--- src/rtl/fpb_pkg.sv ---
package fpb_pkg;

  localparam int BUS_W  = 64;
  localparam int LINE_W = 128;

  // Behavioural flash content: one 64-bit half of a line.
  function automatic logic [BUS_W-1:0] line_word(input logic [31:0] line_no,
                                                 input logic        half);
    return {16'hF1A5, 15'd0, half, line_no};
  endfunction

endpackage

--- src/rtl/fpb_array_model.sv ---
// Flash array read model: the line address must be held over the wait
// window; the controller samples the data at the window end.
module fpb_array_model
  import fpb_pkg::*;
#(
  parameter int LW = 16
) (
  input  logic [LW-1:0]     rd_line,
  output logic [LINE_W-1:0] rd_data
);

  always_comb begin
    rd_data = {line_word(32'(rd_line), 1'b1), line_word(32'(rd_line), 1'b0)};
  end

endmodule

--- src/rtl/fpb_lru.sv ---
// Recency ranks (0 = most recent) with empty-slot-first victim choice.
module fpb_lru #(
  parameter int NBUF = 4,
  localparam int IW = (NBUF > 1) ? $clog2(NBUF) : 1
) (
  input  logic            clk,
  input  logic            rst_n,
  input  logic [NBUF-1:0] vld,
  input  logic            hit_en,
  input  logic [IW-1:0]   hit_idx,
  input  logic            fill_en,
  output logic [IW-1:0]   victim
);

  typedef logic [NBUF-1:0][IW-1:0] rank_t;

  rank_t rank_q, rank_a, rank_n;
  logic  any_free;

  function automatic rank_t touch(input rank_t r, input logic [IW-1:0] e);
    rank_t o;
    o = r;
    for (int j = 0; j < NBUF; j++) begin
      if (r[j] < r[e]) o[j] = r[j] + 1'b1;
    end
    o[e] = '0;
    return o;
  endfunction

  always_comb begin
    rank_a = hit_en ? touch(rank_q, hit_idx) : rank_q;
    any_free = 1'b0;
    victim   = '0;
    for (int i = NBUF - 1; i >= 0; i--) begin
      if (!vld[i]) begin
        any_free = 1'b1;
        victim   = IW'(i);
      end
    end
    if (!any_free) begin
      for (int i = 0; i < NBUF; i++) begin
        if (rank_a[i] == IW'(NBUF - 1)) victim = IW'(i);
      end
    end
    rank_n = fill_en ? touch(rank_a, victim) : rank_a;
  end

  always_ff @(posedge clk or negedge rst_n) begin
    if (!rst_n) begin
      for (int i = 0; i < NBUF; i++) rank_q[i] <= IW'(i);
    end else begin
      rank_q <= rank_n;
    end
  end

endmodule

--- src/rtl/fpb_seq.sv ---
// Array sequencer: arbitration between demand misses and fetch-ahead,
// wait-state window, and fetch-ahead arming.
module fpb_seq #(
  parameter int LW = 16,
  parameter int CW = 2
) (
  input  logic          clk,
  input  logic          rst_n,
  input  logic          inv,
  input  logic          dem_miss,
  input  logic [LW-1:0] dem_line,
  input  logic          pf_en,
  input  logic          pf_present,
  input  logic [CW-1:0] wait_n,
  output logic [LW-1:0] arr_line,
  output logic [LW-1:0] pf_line,
  output logic          fill_en,
  output logic          busy,
  output logic          pf_busy
);

  logic          busy_q, pf_q, pend_q, arm_q;
  logic [CW-1:0] cnt_q, cur_cnt;
  logic [LW-1:0] line_q, pend_line_q;
  logic          start_dem, pf_slot, start_pf, act, cur_pf, done;

  always_comb begin
    start_dem = !busy_q && dem_miss;
    pf_slot   = !busy_q && !dem_miss && pend_q && arm_q;
    start_pf  = pf_slot && !pf_present;
    act       = busy_q || start_dem || start_pf;
    arr_line  = busy_q ? line_q : (start_dem ? dem_line : pend_line_q);
    cur_pf    = busy_q ? pf_q : start_pf;
    cur_cnt   = busy_q ? cnt_q : (wait_n - 1'b1);
    done      = act && (cur_cnt == '0);
    fill_en   = done && !inv;
  end

  assign pf_line = pend_line_q;
  assign busy    = busy_q;
  assign pf_busy = busy_q && pf_q;

  always_ff @(posedge clk or negedge rst_n) begin
    if (!rst_n) begin
      busy_q      <= 1'b0;
      pf_q        <= 1'b0;
      cnt_q       <= '0;
      line_q      <= '0;
      pend_q      <= 1'b0;
      arm_q       <= 1'b0;
      pend_line_q <= '0;
    end else if (inv) begin
      busy_q <= 1'b0;
      pend_q <= 1'b0;
    end else begin
      if (done) begin
        busy_q <= 1'b0;
      end else if (act) begin
        busy_q <= 1'b1;
        cnt_q  <= cur_cnt - 1'b1;
        line_q <= arr_line;
        pf_q   <= cur_pf;
      end
      arm_q <= 1'b1;
      if (done && !cur_pf && pf_en) begin
        pend_q      <= 1'b1;
        pend_line_q <= arr_line + 1'b1;
        arm_q       <= 1'b0;
      end else if (pf_slot) begin
        pend_q <= 1'b0;
      end
    end
  end

endmodule

--- src/rtl/flash_prefetch_ctrl.sv ---
module flash_prefetch_ctrl
  import fpb_pkg::*;
#(
  parameter int AW       = 20,
  parameter int NBUF     = 4,
  parameter int WAIT_LO  = 1,
  parameter int WAIT_MID = 2,
  parameter int WAIT_HI  = 3
) (
  input  logic             clk,
  input  logic             rst_n,
  input  logic             req_valid,
  input  logic [AW-1:0]    req_addr,
  output logic             req_ready,
  output logic [BUS_W-1:0] rsp_data,
  input  logic [1:0]       speed_sel,
  input  logic             pf_en,
  input  logic             inv_all
);

  localparam int LW = AW - 4;
  localparam int IW = (NBUF > 1) ? $clog2(NBUF) : 1;
  localparam int CW = $clog2(WAIT_HI + 1);

  logic [NBUF-1:0]              vld_q;
  logic [NBUF-1:0][LW-1:0]      tag_q;
  logic [NBUF-1:0][LINE_W-1:0]  dat_q;
  logic [NBUF-1:0]              hit_vec, pfp_vec;
  logic [LW-1:0]                req_line, arr_line, pf_line;
  logic [LINE_W-1:0]            arr_data, hit_line;
  logic [IW-1:0]                hit_idx, victim;
  logic [CW-1:0]                wait_n;
  logic                         hit_any, fill_en, seq_busy, seq_pf_busy;
  logic [2:0]                   unused_low;

  assign req_line   = req_addr[AW-1:4];
  assign unused_low = req_addr[2:0];

  always_comb begin
    case (speed_sel)
      2'd0:    wait_n = CW'(WAIT_LO);
      2'd1:    wait_n = CW'(WAIT_MID);
      default: wait_n = CW'(WAIT_HI);
    endcase
  end

  // Per-buffer tag compare and storage
  for (genvar i = 0; i < NBUF; i++) begin : g_buf
    assign hit_vec[i] = vld_q[i] && (tag_q[i] == req_line);
    assign pfp_vec[i] = vld_q[i] && (tag_q[i] == pf_line);

    always_ff @(posedge clk or negedge rst_n) begin
      if (!rst_n) begin
        vld_q[i] <= 1'b0;
        tag_q[i] <= '0;
        dat_q[i] <= '0;
      end else if (inv_all) begin
        vld_q[i] <= 1'b0;
      end else if (fill_en && (victim == IW'(i))) begin
        vld_q[i] <= 1'b1;
        tag_q[i] <= arr_line;
        dat_q[i] <= arr_data;
      end
    end
  end

  always_comb begin
    hit_idx = '0;
    for (int i = 0; i < NBUF; i++) begin
      if (hit_vec[i]) hit_idx = IW'(i);
    end
    hit_any   = |hit_vec;
    hit_line  = dat_q[hit_idx];
    req_ready = req_valid && hit_any;
    rsp_data  = req_addr[3] ? hit_line[LINE_W-1:BUS_W] : hit_line[BUS_W-1:0];
  end

  fpb_lru #(.NBUF(NBUF)) u_lru (
    .clk     (clk),
    .rst_n   (rst_n),
    .vld     (vld_q),
    .hit_en  (req_ready),
    .hit_idx (hit_idx),
    .fill_en (fill_en),
    .victim  (victim)
  );

  fpb_seq #(.LW(LW), .CW(CW)) u_seq (
    .clk        (clk),
    .rst_n      (rst_n),
    .inv        (inv_all),
    .dem_miss   (req_valid && !hit_any),
    .dem_line   (req_line),
    .pf_en      (pf_en),
    .pf_present (|pfp_vec),
    .wait_n     (wait_n),
    .arr_line   (arr_line),
    .pf_line    (pf_line),
    .fill_en    (fill_en),
    .busy       (seq_busy),
    .pf_busy    (seq_pf_busy)
  );

  fpb_array_model #(.LW(LW)) u_array (
    .rd_line (arr_line),
    .rd_data (arr_data)
  );

endmodule

--- config.mk ---
export PLATFORM = sky130hd
export DESIGN_NAME = flash_prefetch_ctrl
export DESIGN_NICKNAME = d
export VERILOG_FILES = /design/src/rtl/fpb_pkg.sv /design/src/rtl/fpb_array_model.sv /design/src/rtl/fpb_lru.sv /design/src/rtl/fpb_seq.sv /design/src/rtl/flash_prefetch_ctrl.sv
export SDC_FILE = /design/constraint.sdc
export NUM_CORES = 1
export LEC_CHECK = 0
export CAP_MARGIN = 30
export CORE_MARGIN = 2
export CORE_UTILIZATION = 25
export CTS_CLUSTER_DIAMETER = 30
export DETAILED_ROUTE_END_ITERATION = 16
export SYNTH_ARGS = -nofsm -noshare
export SYNTH_HDL_FRONTEND = slang
export SYNTH_SLANG_ARGS = --single-unit
--- constraint.sdc ---
create_clock -name clk -period 9.4 [get_ports clk]
set_input_delay 1.88 -clock clk [delete_from_list [all_inputs] [get_ports clk]]
set_output_delay 1.88 -clock clk [all_outputs]
set_load 0.05 [all_outputs]
==> impl_metrics.yaml <==
outcome:
  outcome: "finished clean"
timing:
  tns_ns: 0
  rsz0062_at_grt: "false"
  slew_headroom: 0.349
  hold_viol: 0
  setup_violations: 0
  fin_crit_sh: 0.829
  fin_worst_skew_ns: 0.0164
  tightest_slew_ns: 0.967
  slew_viol_final: 0
  fin_crit_ns: 7.79
  clock.fmax_ghz: 0.128
  hold_ws_ns: 0.462
  setup_ws_ns: 1.61
worst_hold_path:
  worstHoldPathCells: 1
  min_from: "dat_q[319]"
  hold_path_end: "dat_q[319]"
  hold_class: "reg2reg"
cts:
  clk_latency_ns: 0.44
  cts_setup_buffers: 0
  cts_resized: 0
  cts_max_path_buffers: 2
  clkSlewWorstSetupHoldPaths_ns: 0.06
  numCtsBuffers: 17
  cts_tree: "built"
  cts.sink_count: 118
  ctsHtreeMaxLevel: 4
  root_buffer: "clkbuf_16"
  cts_hold_buf: 0
synthesis:
  synth-main-ff-cell: "dfrtp_1"
  yosys_warnings: 0
  synth_top_area_share: 0.339
  synthArstFlopShare: 1.00
  yosysUniqueCellTypes: 79
  avgSynthCellArea_um2: 8.22
  synth_edf_count: 0
  synth.area.top_cells: "dfrtp_1, xnor2_1, xor2_1"
  syn_area_um2: 8410
  synth_area_leader_cell: "dfrtp_1"
  netlist_instances: 1024
  yosysSeqAreaShare: 0.352
  ys_ff_latch: 118
critical_path:
  path_cells: "clkdlybuf4s50_1 > xnor2_1 > nand4_1 > or2_1 > or4_1 > o211ai_1 > o21ai_0 > a21oi_1 > and2_1 > clkdlybuf4s50_1"
  crit_required_ns: 7.52
  crit_top_cell: "clkdlybuf4s50_1"
  crit_fanout: 15
  r2r_setup_slack_ns: 3.30
  crit_slowest_cell: "or4_1"
  rr_startpoint: "tag_q[20]"
  reg2reg_depth: 25
  cp-end-kind: "output pin"
  crit_arrival_ns: 5.91
  max_stage_delay_ns: 0.82
  path_class: "in2out"
  critPathLaunchType: "primary input"
  r2r_end: "u_lru.rank_q[7]"
cells_and_area:
  drive_above_1_share: 0.0743
  num_antenna_cells: 0
  fin_cells: 1484
  fillers: 3602
  area_growth_pct: 14.3
  fin_nets: 1057
die:
  dieWidth_um: 187
  start_util: 0.252
  dieArea_um2: 35100
  die_h_um: 187
  coreArea_um2: 33400
  rows: 67
  pin_count: 92
flow_run:
  cap_violations: 0
global_routing:
  grt_util_all_layers: 0.158
  grt_pass1_wl_um: 42000
  grt_overflow: 0
  grt_max_degree: 61
  antenna_found_initial: 0
  grt_pass1_vias: 6816
placed_design:
  pre_cts_ws_ns: 1.28
  routabilityCongestion: 0.949
  portBuffers: 50
  place_inst: 1452
  place_hpwl_um: 20600
detailed_routing:
  first_iter_violations: 618
  wire_per_inst_um: 18.6
  wirelength_um: 27600
  drtAntennaViolNets: 0
  drc: 0
  drt_pass1_iterations: 5
  vias_per_cell: 4.92
  vias: 7303
pwr:
  p_leak_uw: 0.00391
  irDropWorstVdd_v: 0.000169
  powerDensity_nw_per_um2: 272
  power.total_uw: 2620
==> cells by family after synthesis <==
family          after synthesis  share of synthesized area
simple gates                338                      0.198
fa+ha+maj                     8                     0.0116
mux                           4                    0.00654
xor+xnor                    143                      0.150
buf+inv                     159                     0.0974
flops                       118                      0.352
other cells                   1                   0.000446
compound gates              253                      0.184
==> state kept, by name (all words and copies together), names as in the netlist <==
register / flops
tag_q: 60
u_seq.line_q: 16
u_seq.pf_line: 16
dat_q: 8
u_lru.rank_q: 8
vld_q: 4
u_seq.cnt_q: 2
u_seq.arm_q: 1
u_seq.busy: 1
u_seq.pend_q: 1
u_seq.pf_q: 1
==> per-stage QoR <==
stage | area (um2) | utilization
floorplan | 8550 | -
global placement | 9060 | 0.272
detailed placement | 9060 | 0.272
CTS | 9620 | 0.288
global route | 9620 | 0.288
finish | 9620 | 0.288
==> per-layer routing <==
metal	part of all wire	routed length, um	track usage
met1	0.47	12900	0.217
met2	0.45	12500	0.250
met3	0.063	1730	0.0311
met4	0.018	507	0.0506
met5	0	0	0
==> worst max-delay path, delay by kind of cell <==
family                 cells  cell delay (ns)
buffers and inverters      2             1.40
AO/OA/AOI/OAI              3             0.85
AND/OR/NAND/NOR            4             1.38
XOR/XNOR                   1             0.39
==> cell usage after synthesis, types with 5 or more instances <==
library cell  instances
nor2_1               64
a22o_1                8
or3_1                 5
nor3_1               17
and2_1               14
a21oi_1              58
a221oi_1              5
inv_1                35
o21ai_0             108
nand2_1             131
ha_1                  7
a21boi_0              7
clkbuf_1             54
o211ai_1             16
dfrtp_1             114
buf_2                13
nand4_1              26
a31oi_1               7
o21ai_1               6
xor2_1               67
xnor2_1              75
or4_1                 5
nand3_1              20
nand2b_1              8
buf_4                49
nor4_1               16
==> power by group <==
group / internal [uW] / switching (uW) / total, uW
logic: 400 / 689 / 1090
clock network: 365 / 261 / 626
registers: 663 / 238 / 900
total: 1430 / 1190 / 2620
==> layout make-up <==
class	count	area (um2)	area share
Sequential cell	118	2960	0.307
Clock inverter	13	124	0.0129
Inverter	36	135	0.0140
Timing Repair Buffer	66	618	0.0643
Clock buffer	19	433	0.0450
Tap cell	448	561	0.0583
Multi-Input combinational cell	784	4790	0.498
==> cells in the final DEF (no fill, tap or decap), drive strengths merged, types with 3 or more instances in the layout <==
cell	count
a211oi	6
a21boi	7
a21oi	58
a221oi	9
a22o	8
a31oi	8
and2	16
and3	3
buf	17
clkbuf	19
clkdlybuf4s50	49
clkinv	7
clkinvlp	3
conb	38
dfrtp	114
dfstp	4
ha	7
inv	38
nand2	131
nand2b	8
nand3	20
nand4	26
nor2	64
nor2b	3
nor3	20
nor4	18
o211ai	16
o21a	3
o21ai	114
o31ai	5
or2	5
or3	6
or4	7
xnor2	76
xor2	67
==> worst max path at each step <==
stage,from,endpoint,slack (ns)
6_report,req_addr[11],rsp_data[32],1.61
5_1_grt,req_addr[8],u_lru.rank_q[7],1.14
4_1_cts,req_addr[11],rsp_data[32],1.56
3_5_place_dp,req_addr[14],u_lru.rank_q[7],1.28
3_3_place_gp,req_addr[11],u_lru.rank_q[7],1.32
2_1_floorplan,req_addr[19],rsp_data[32],2.34
(Power assumes the default switching activity.)
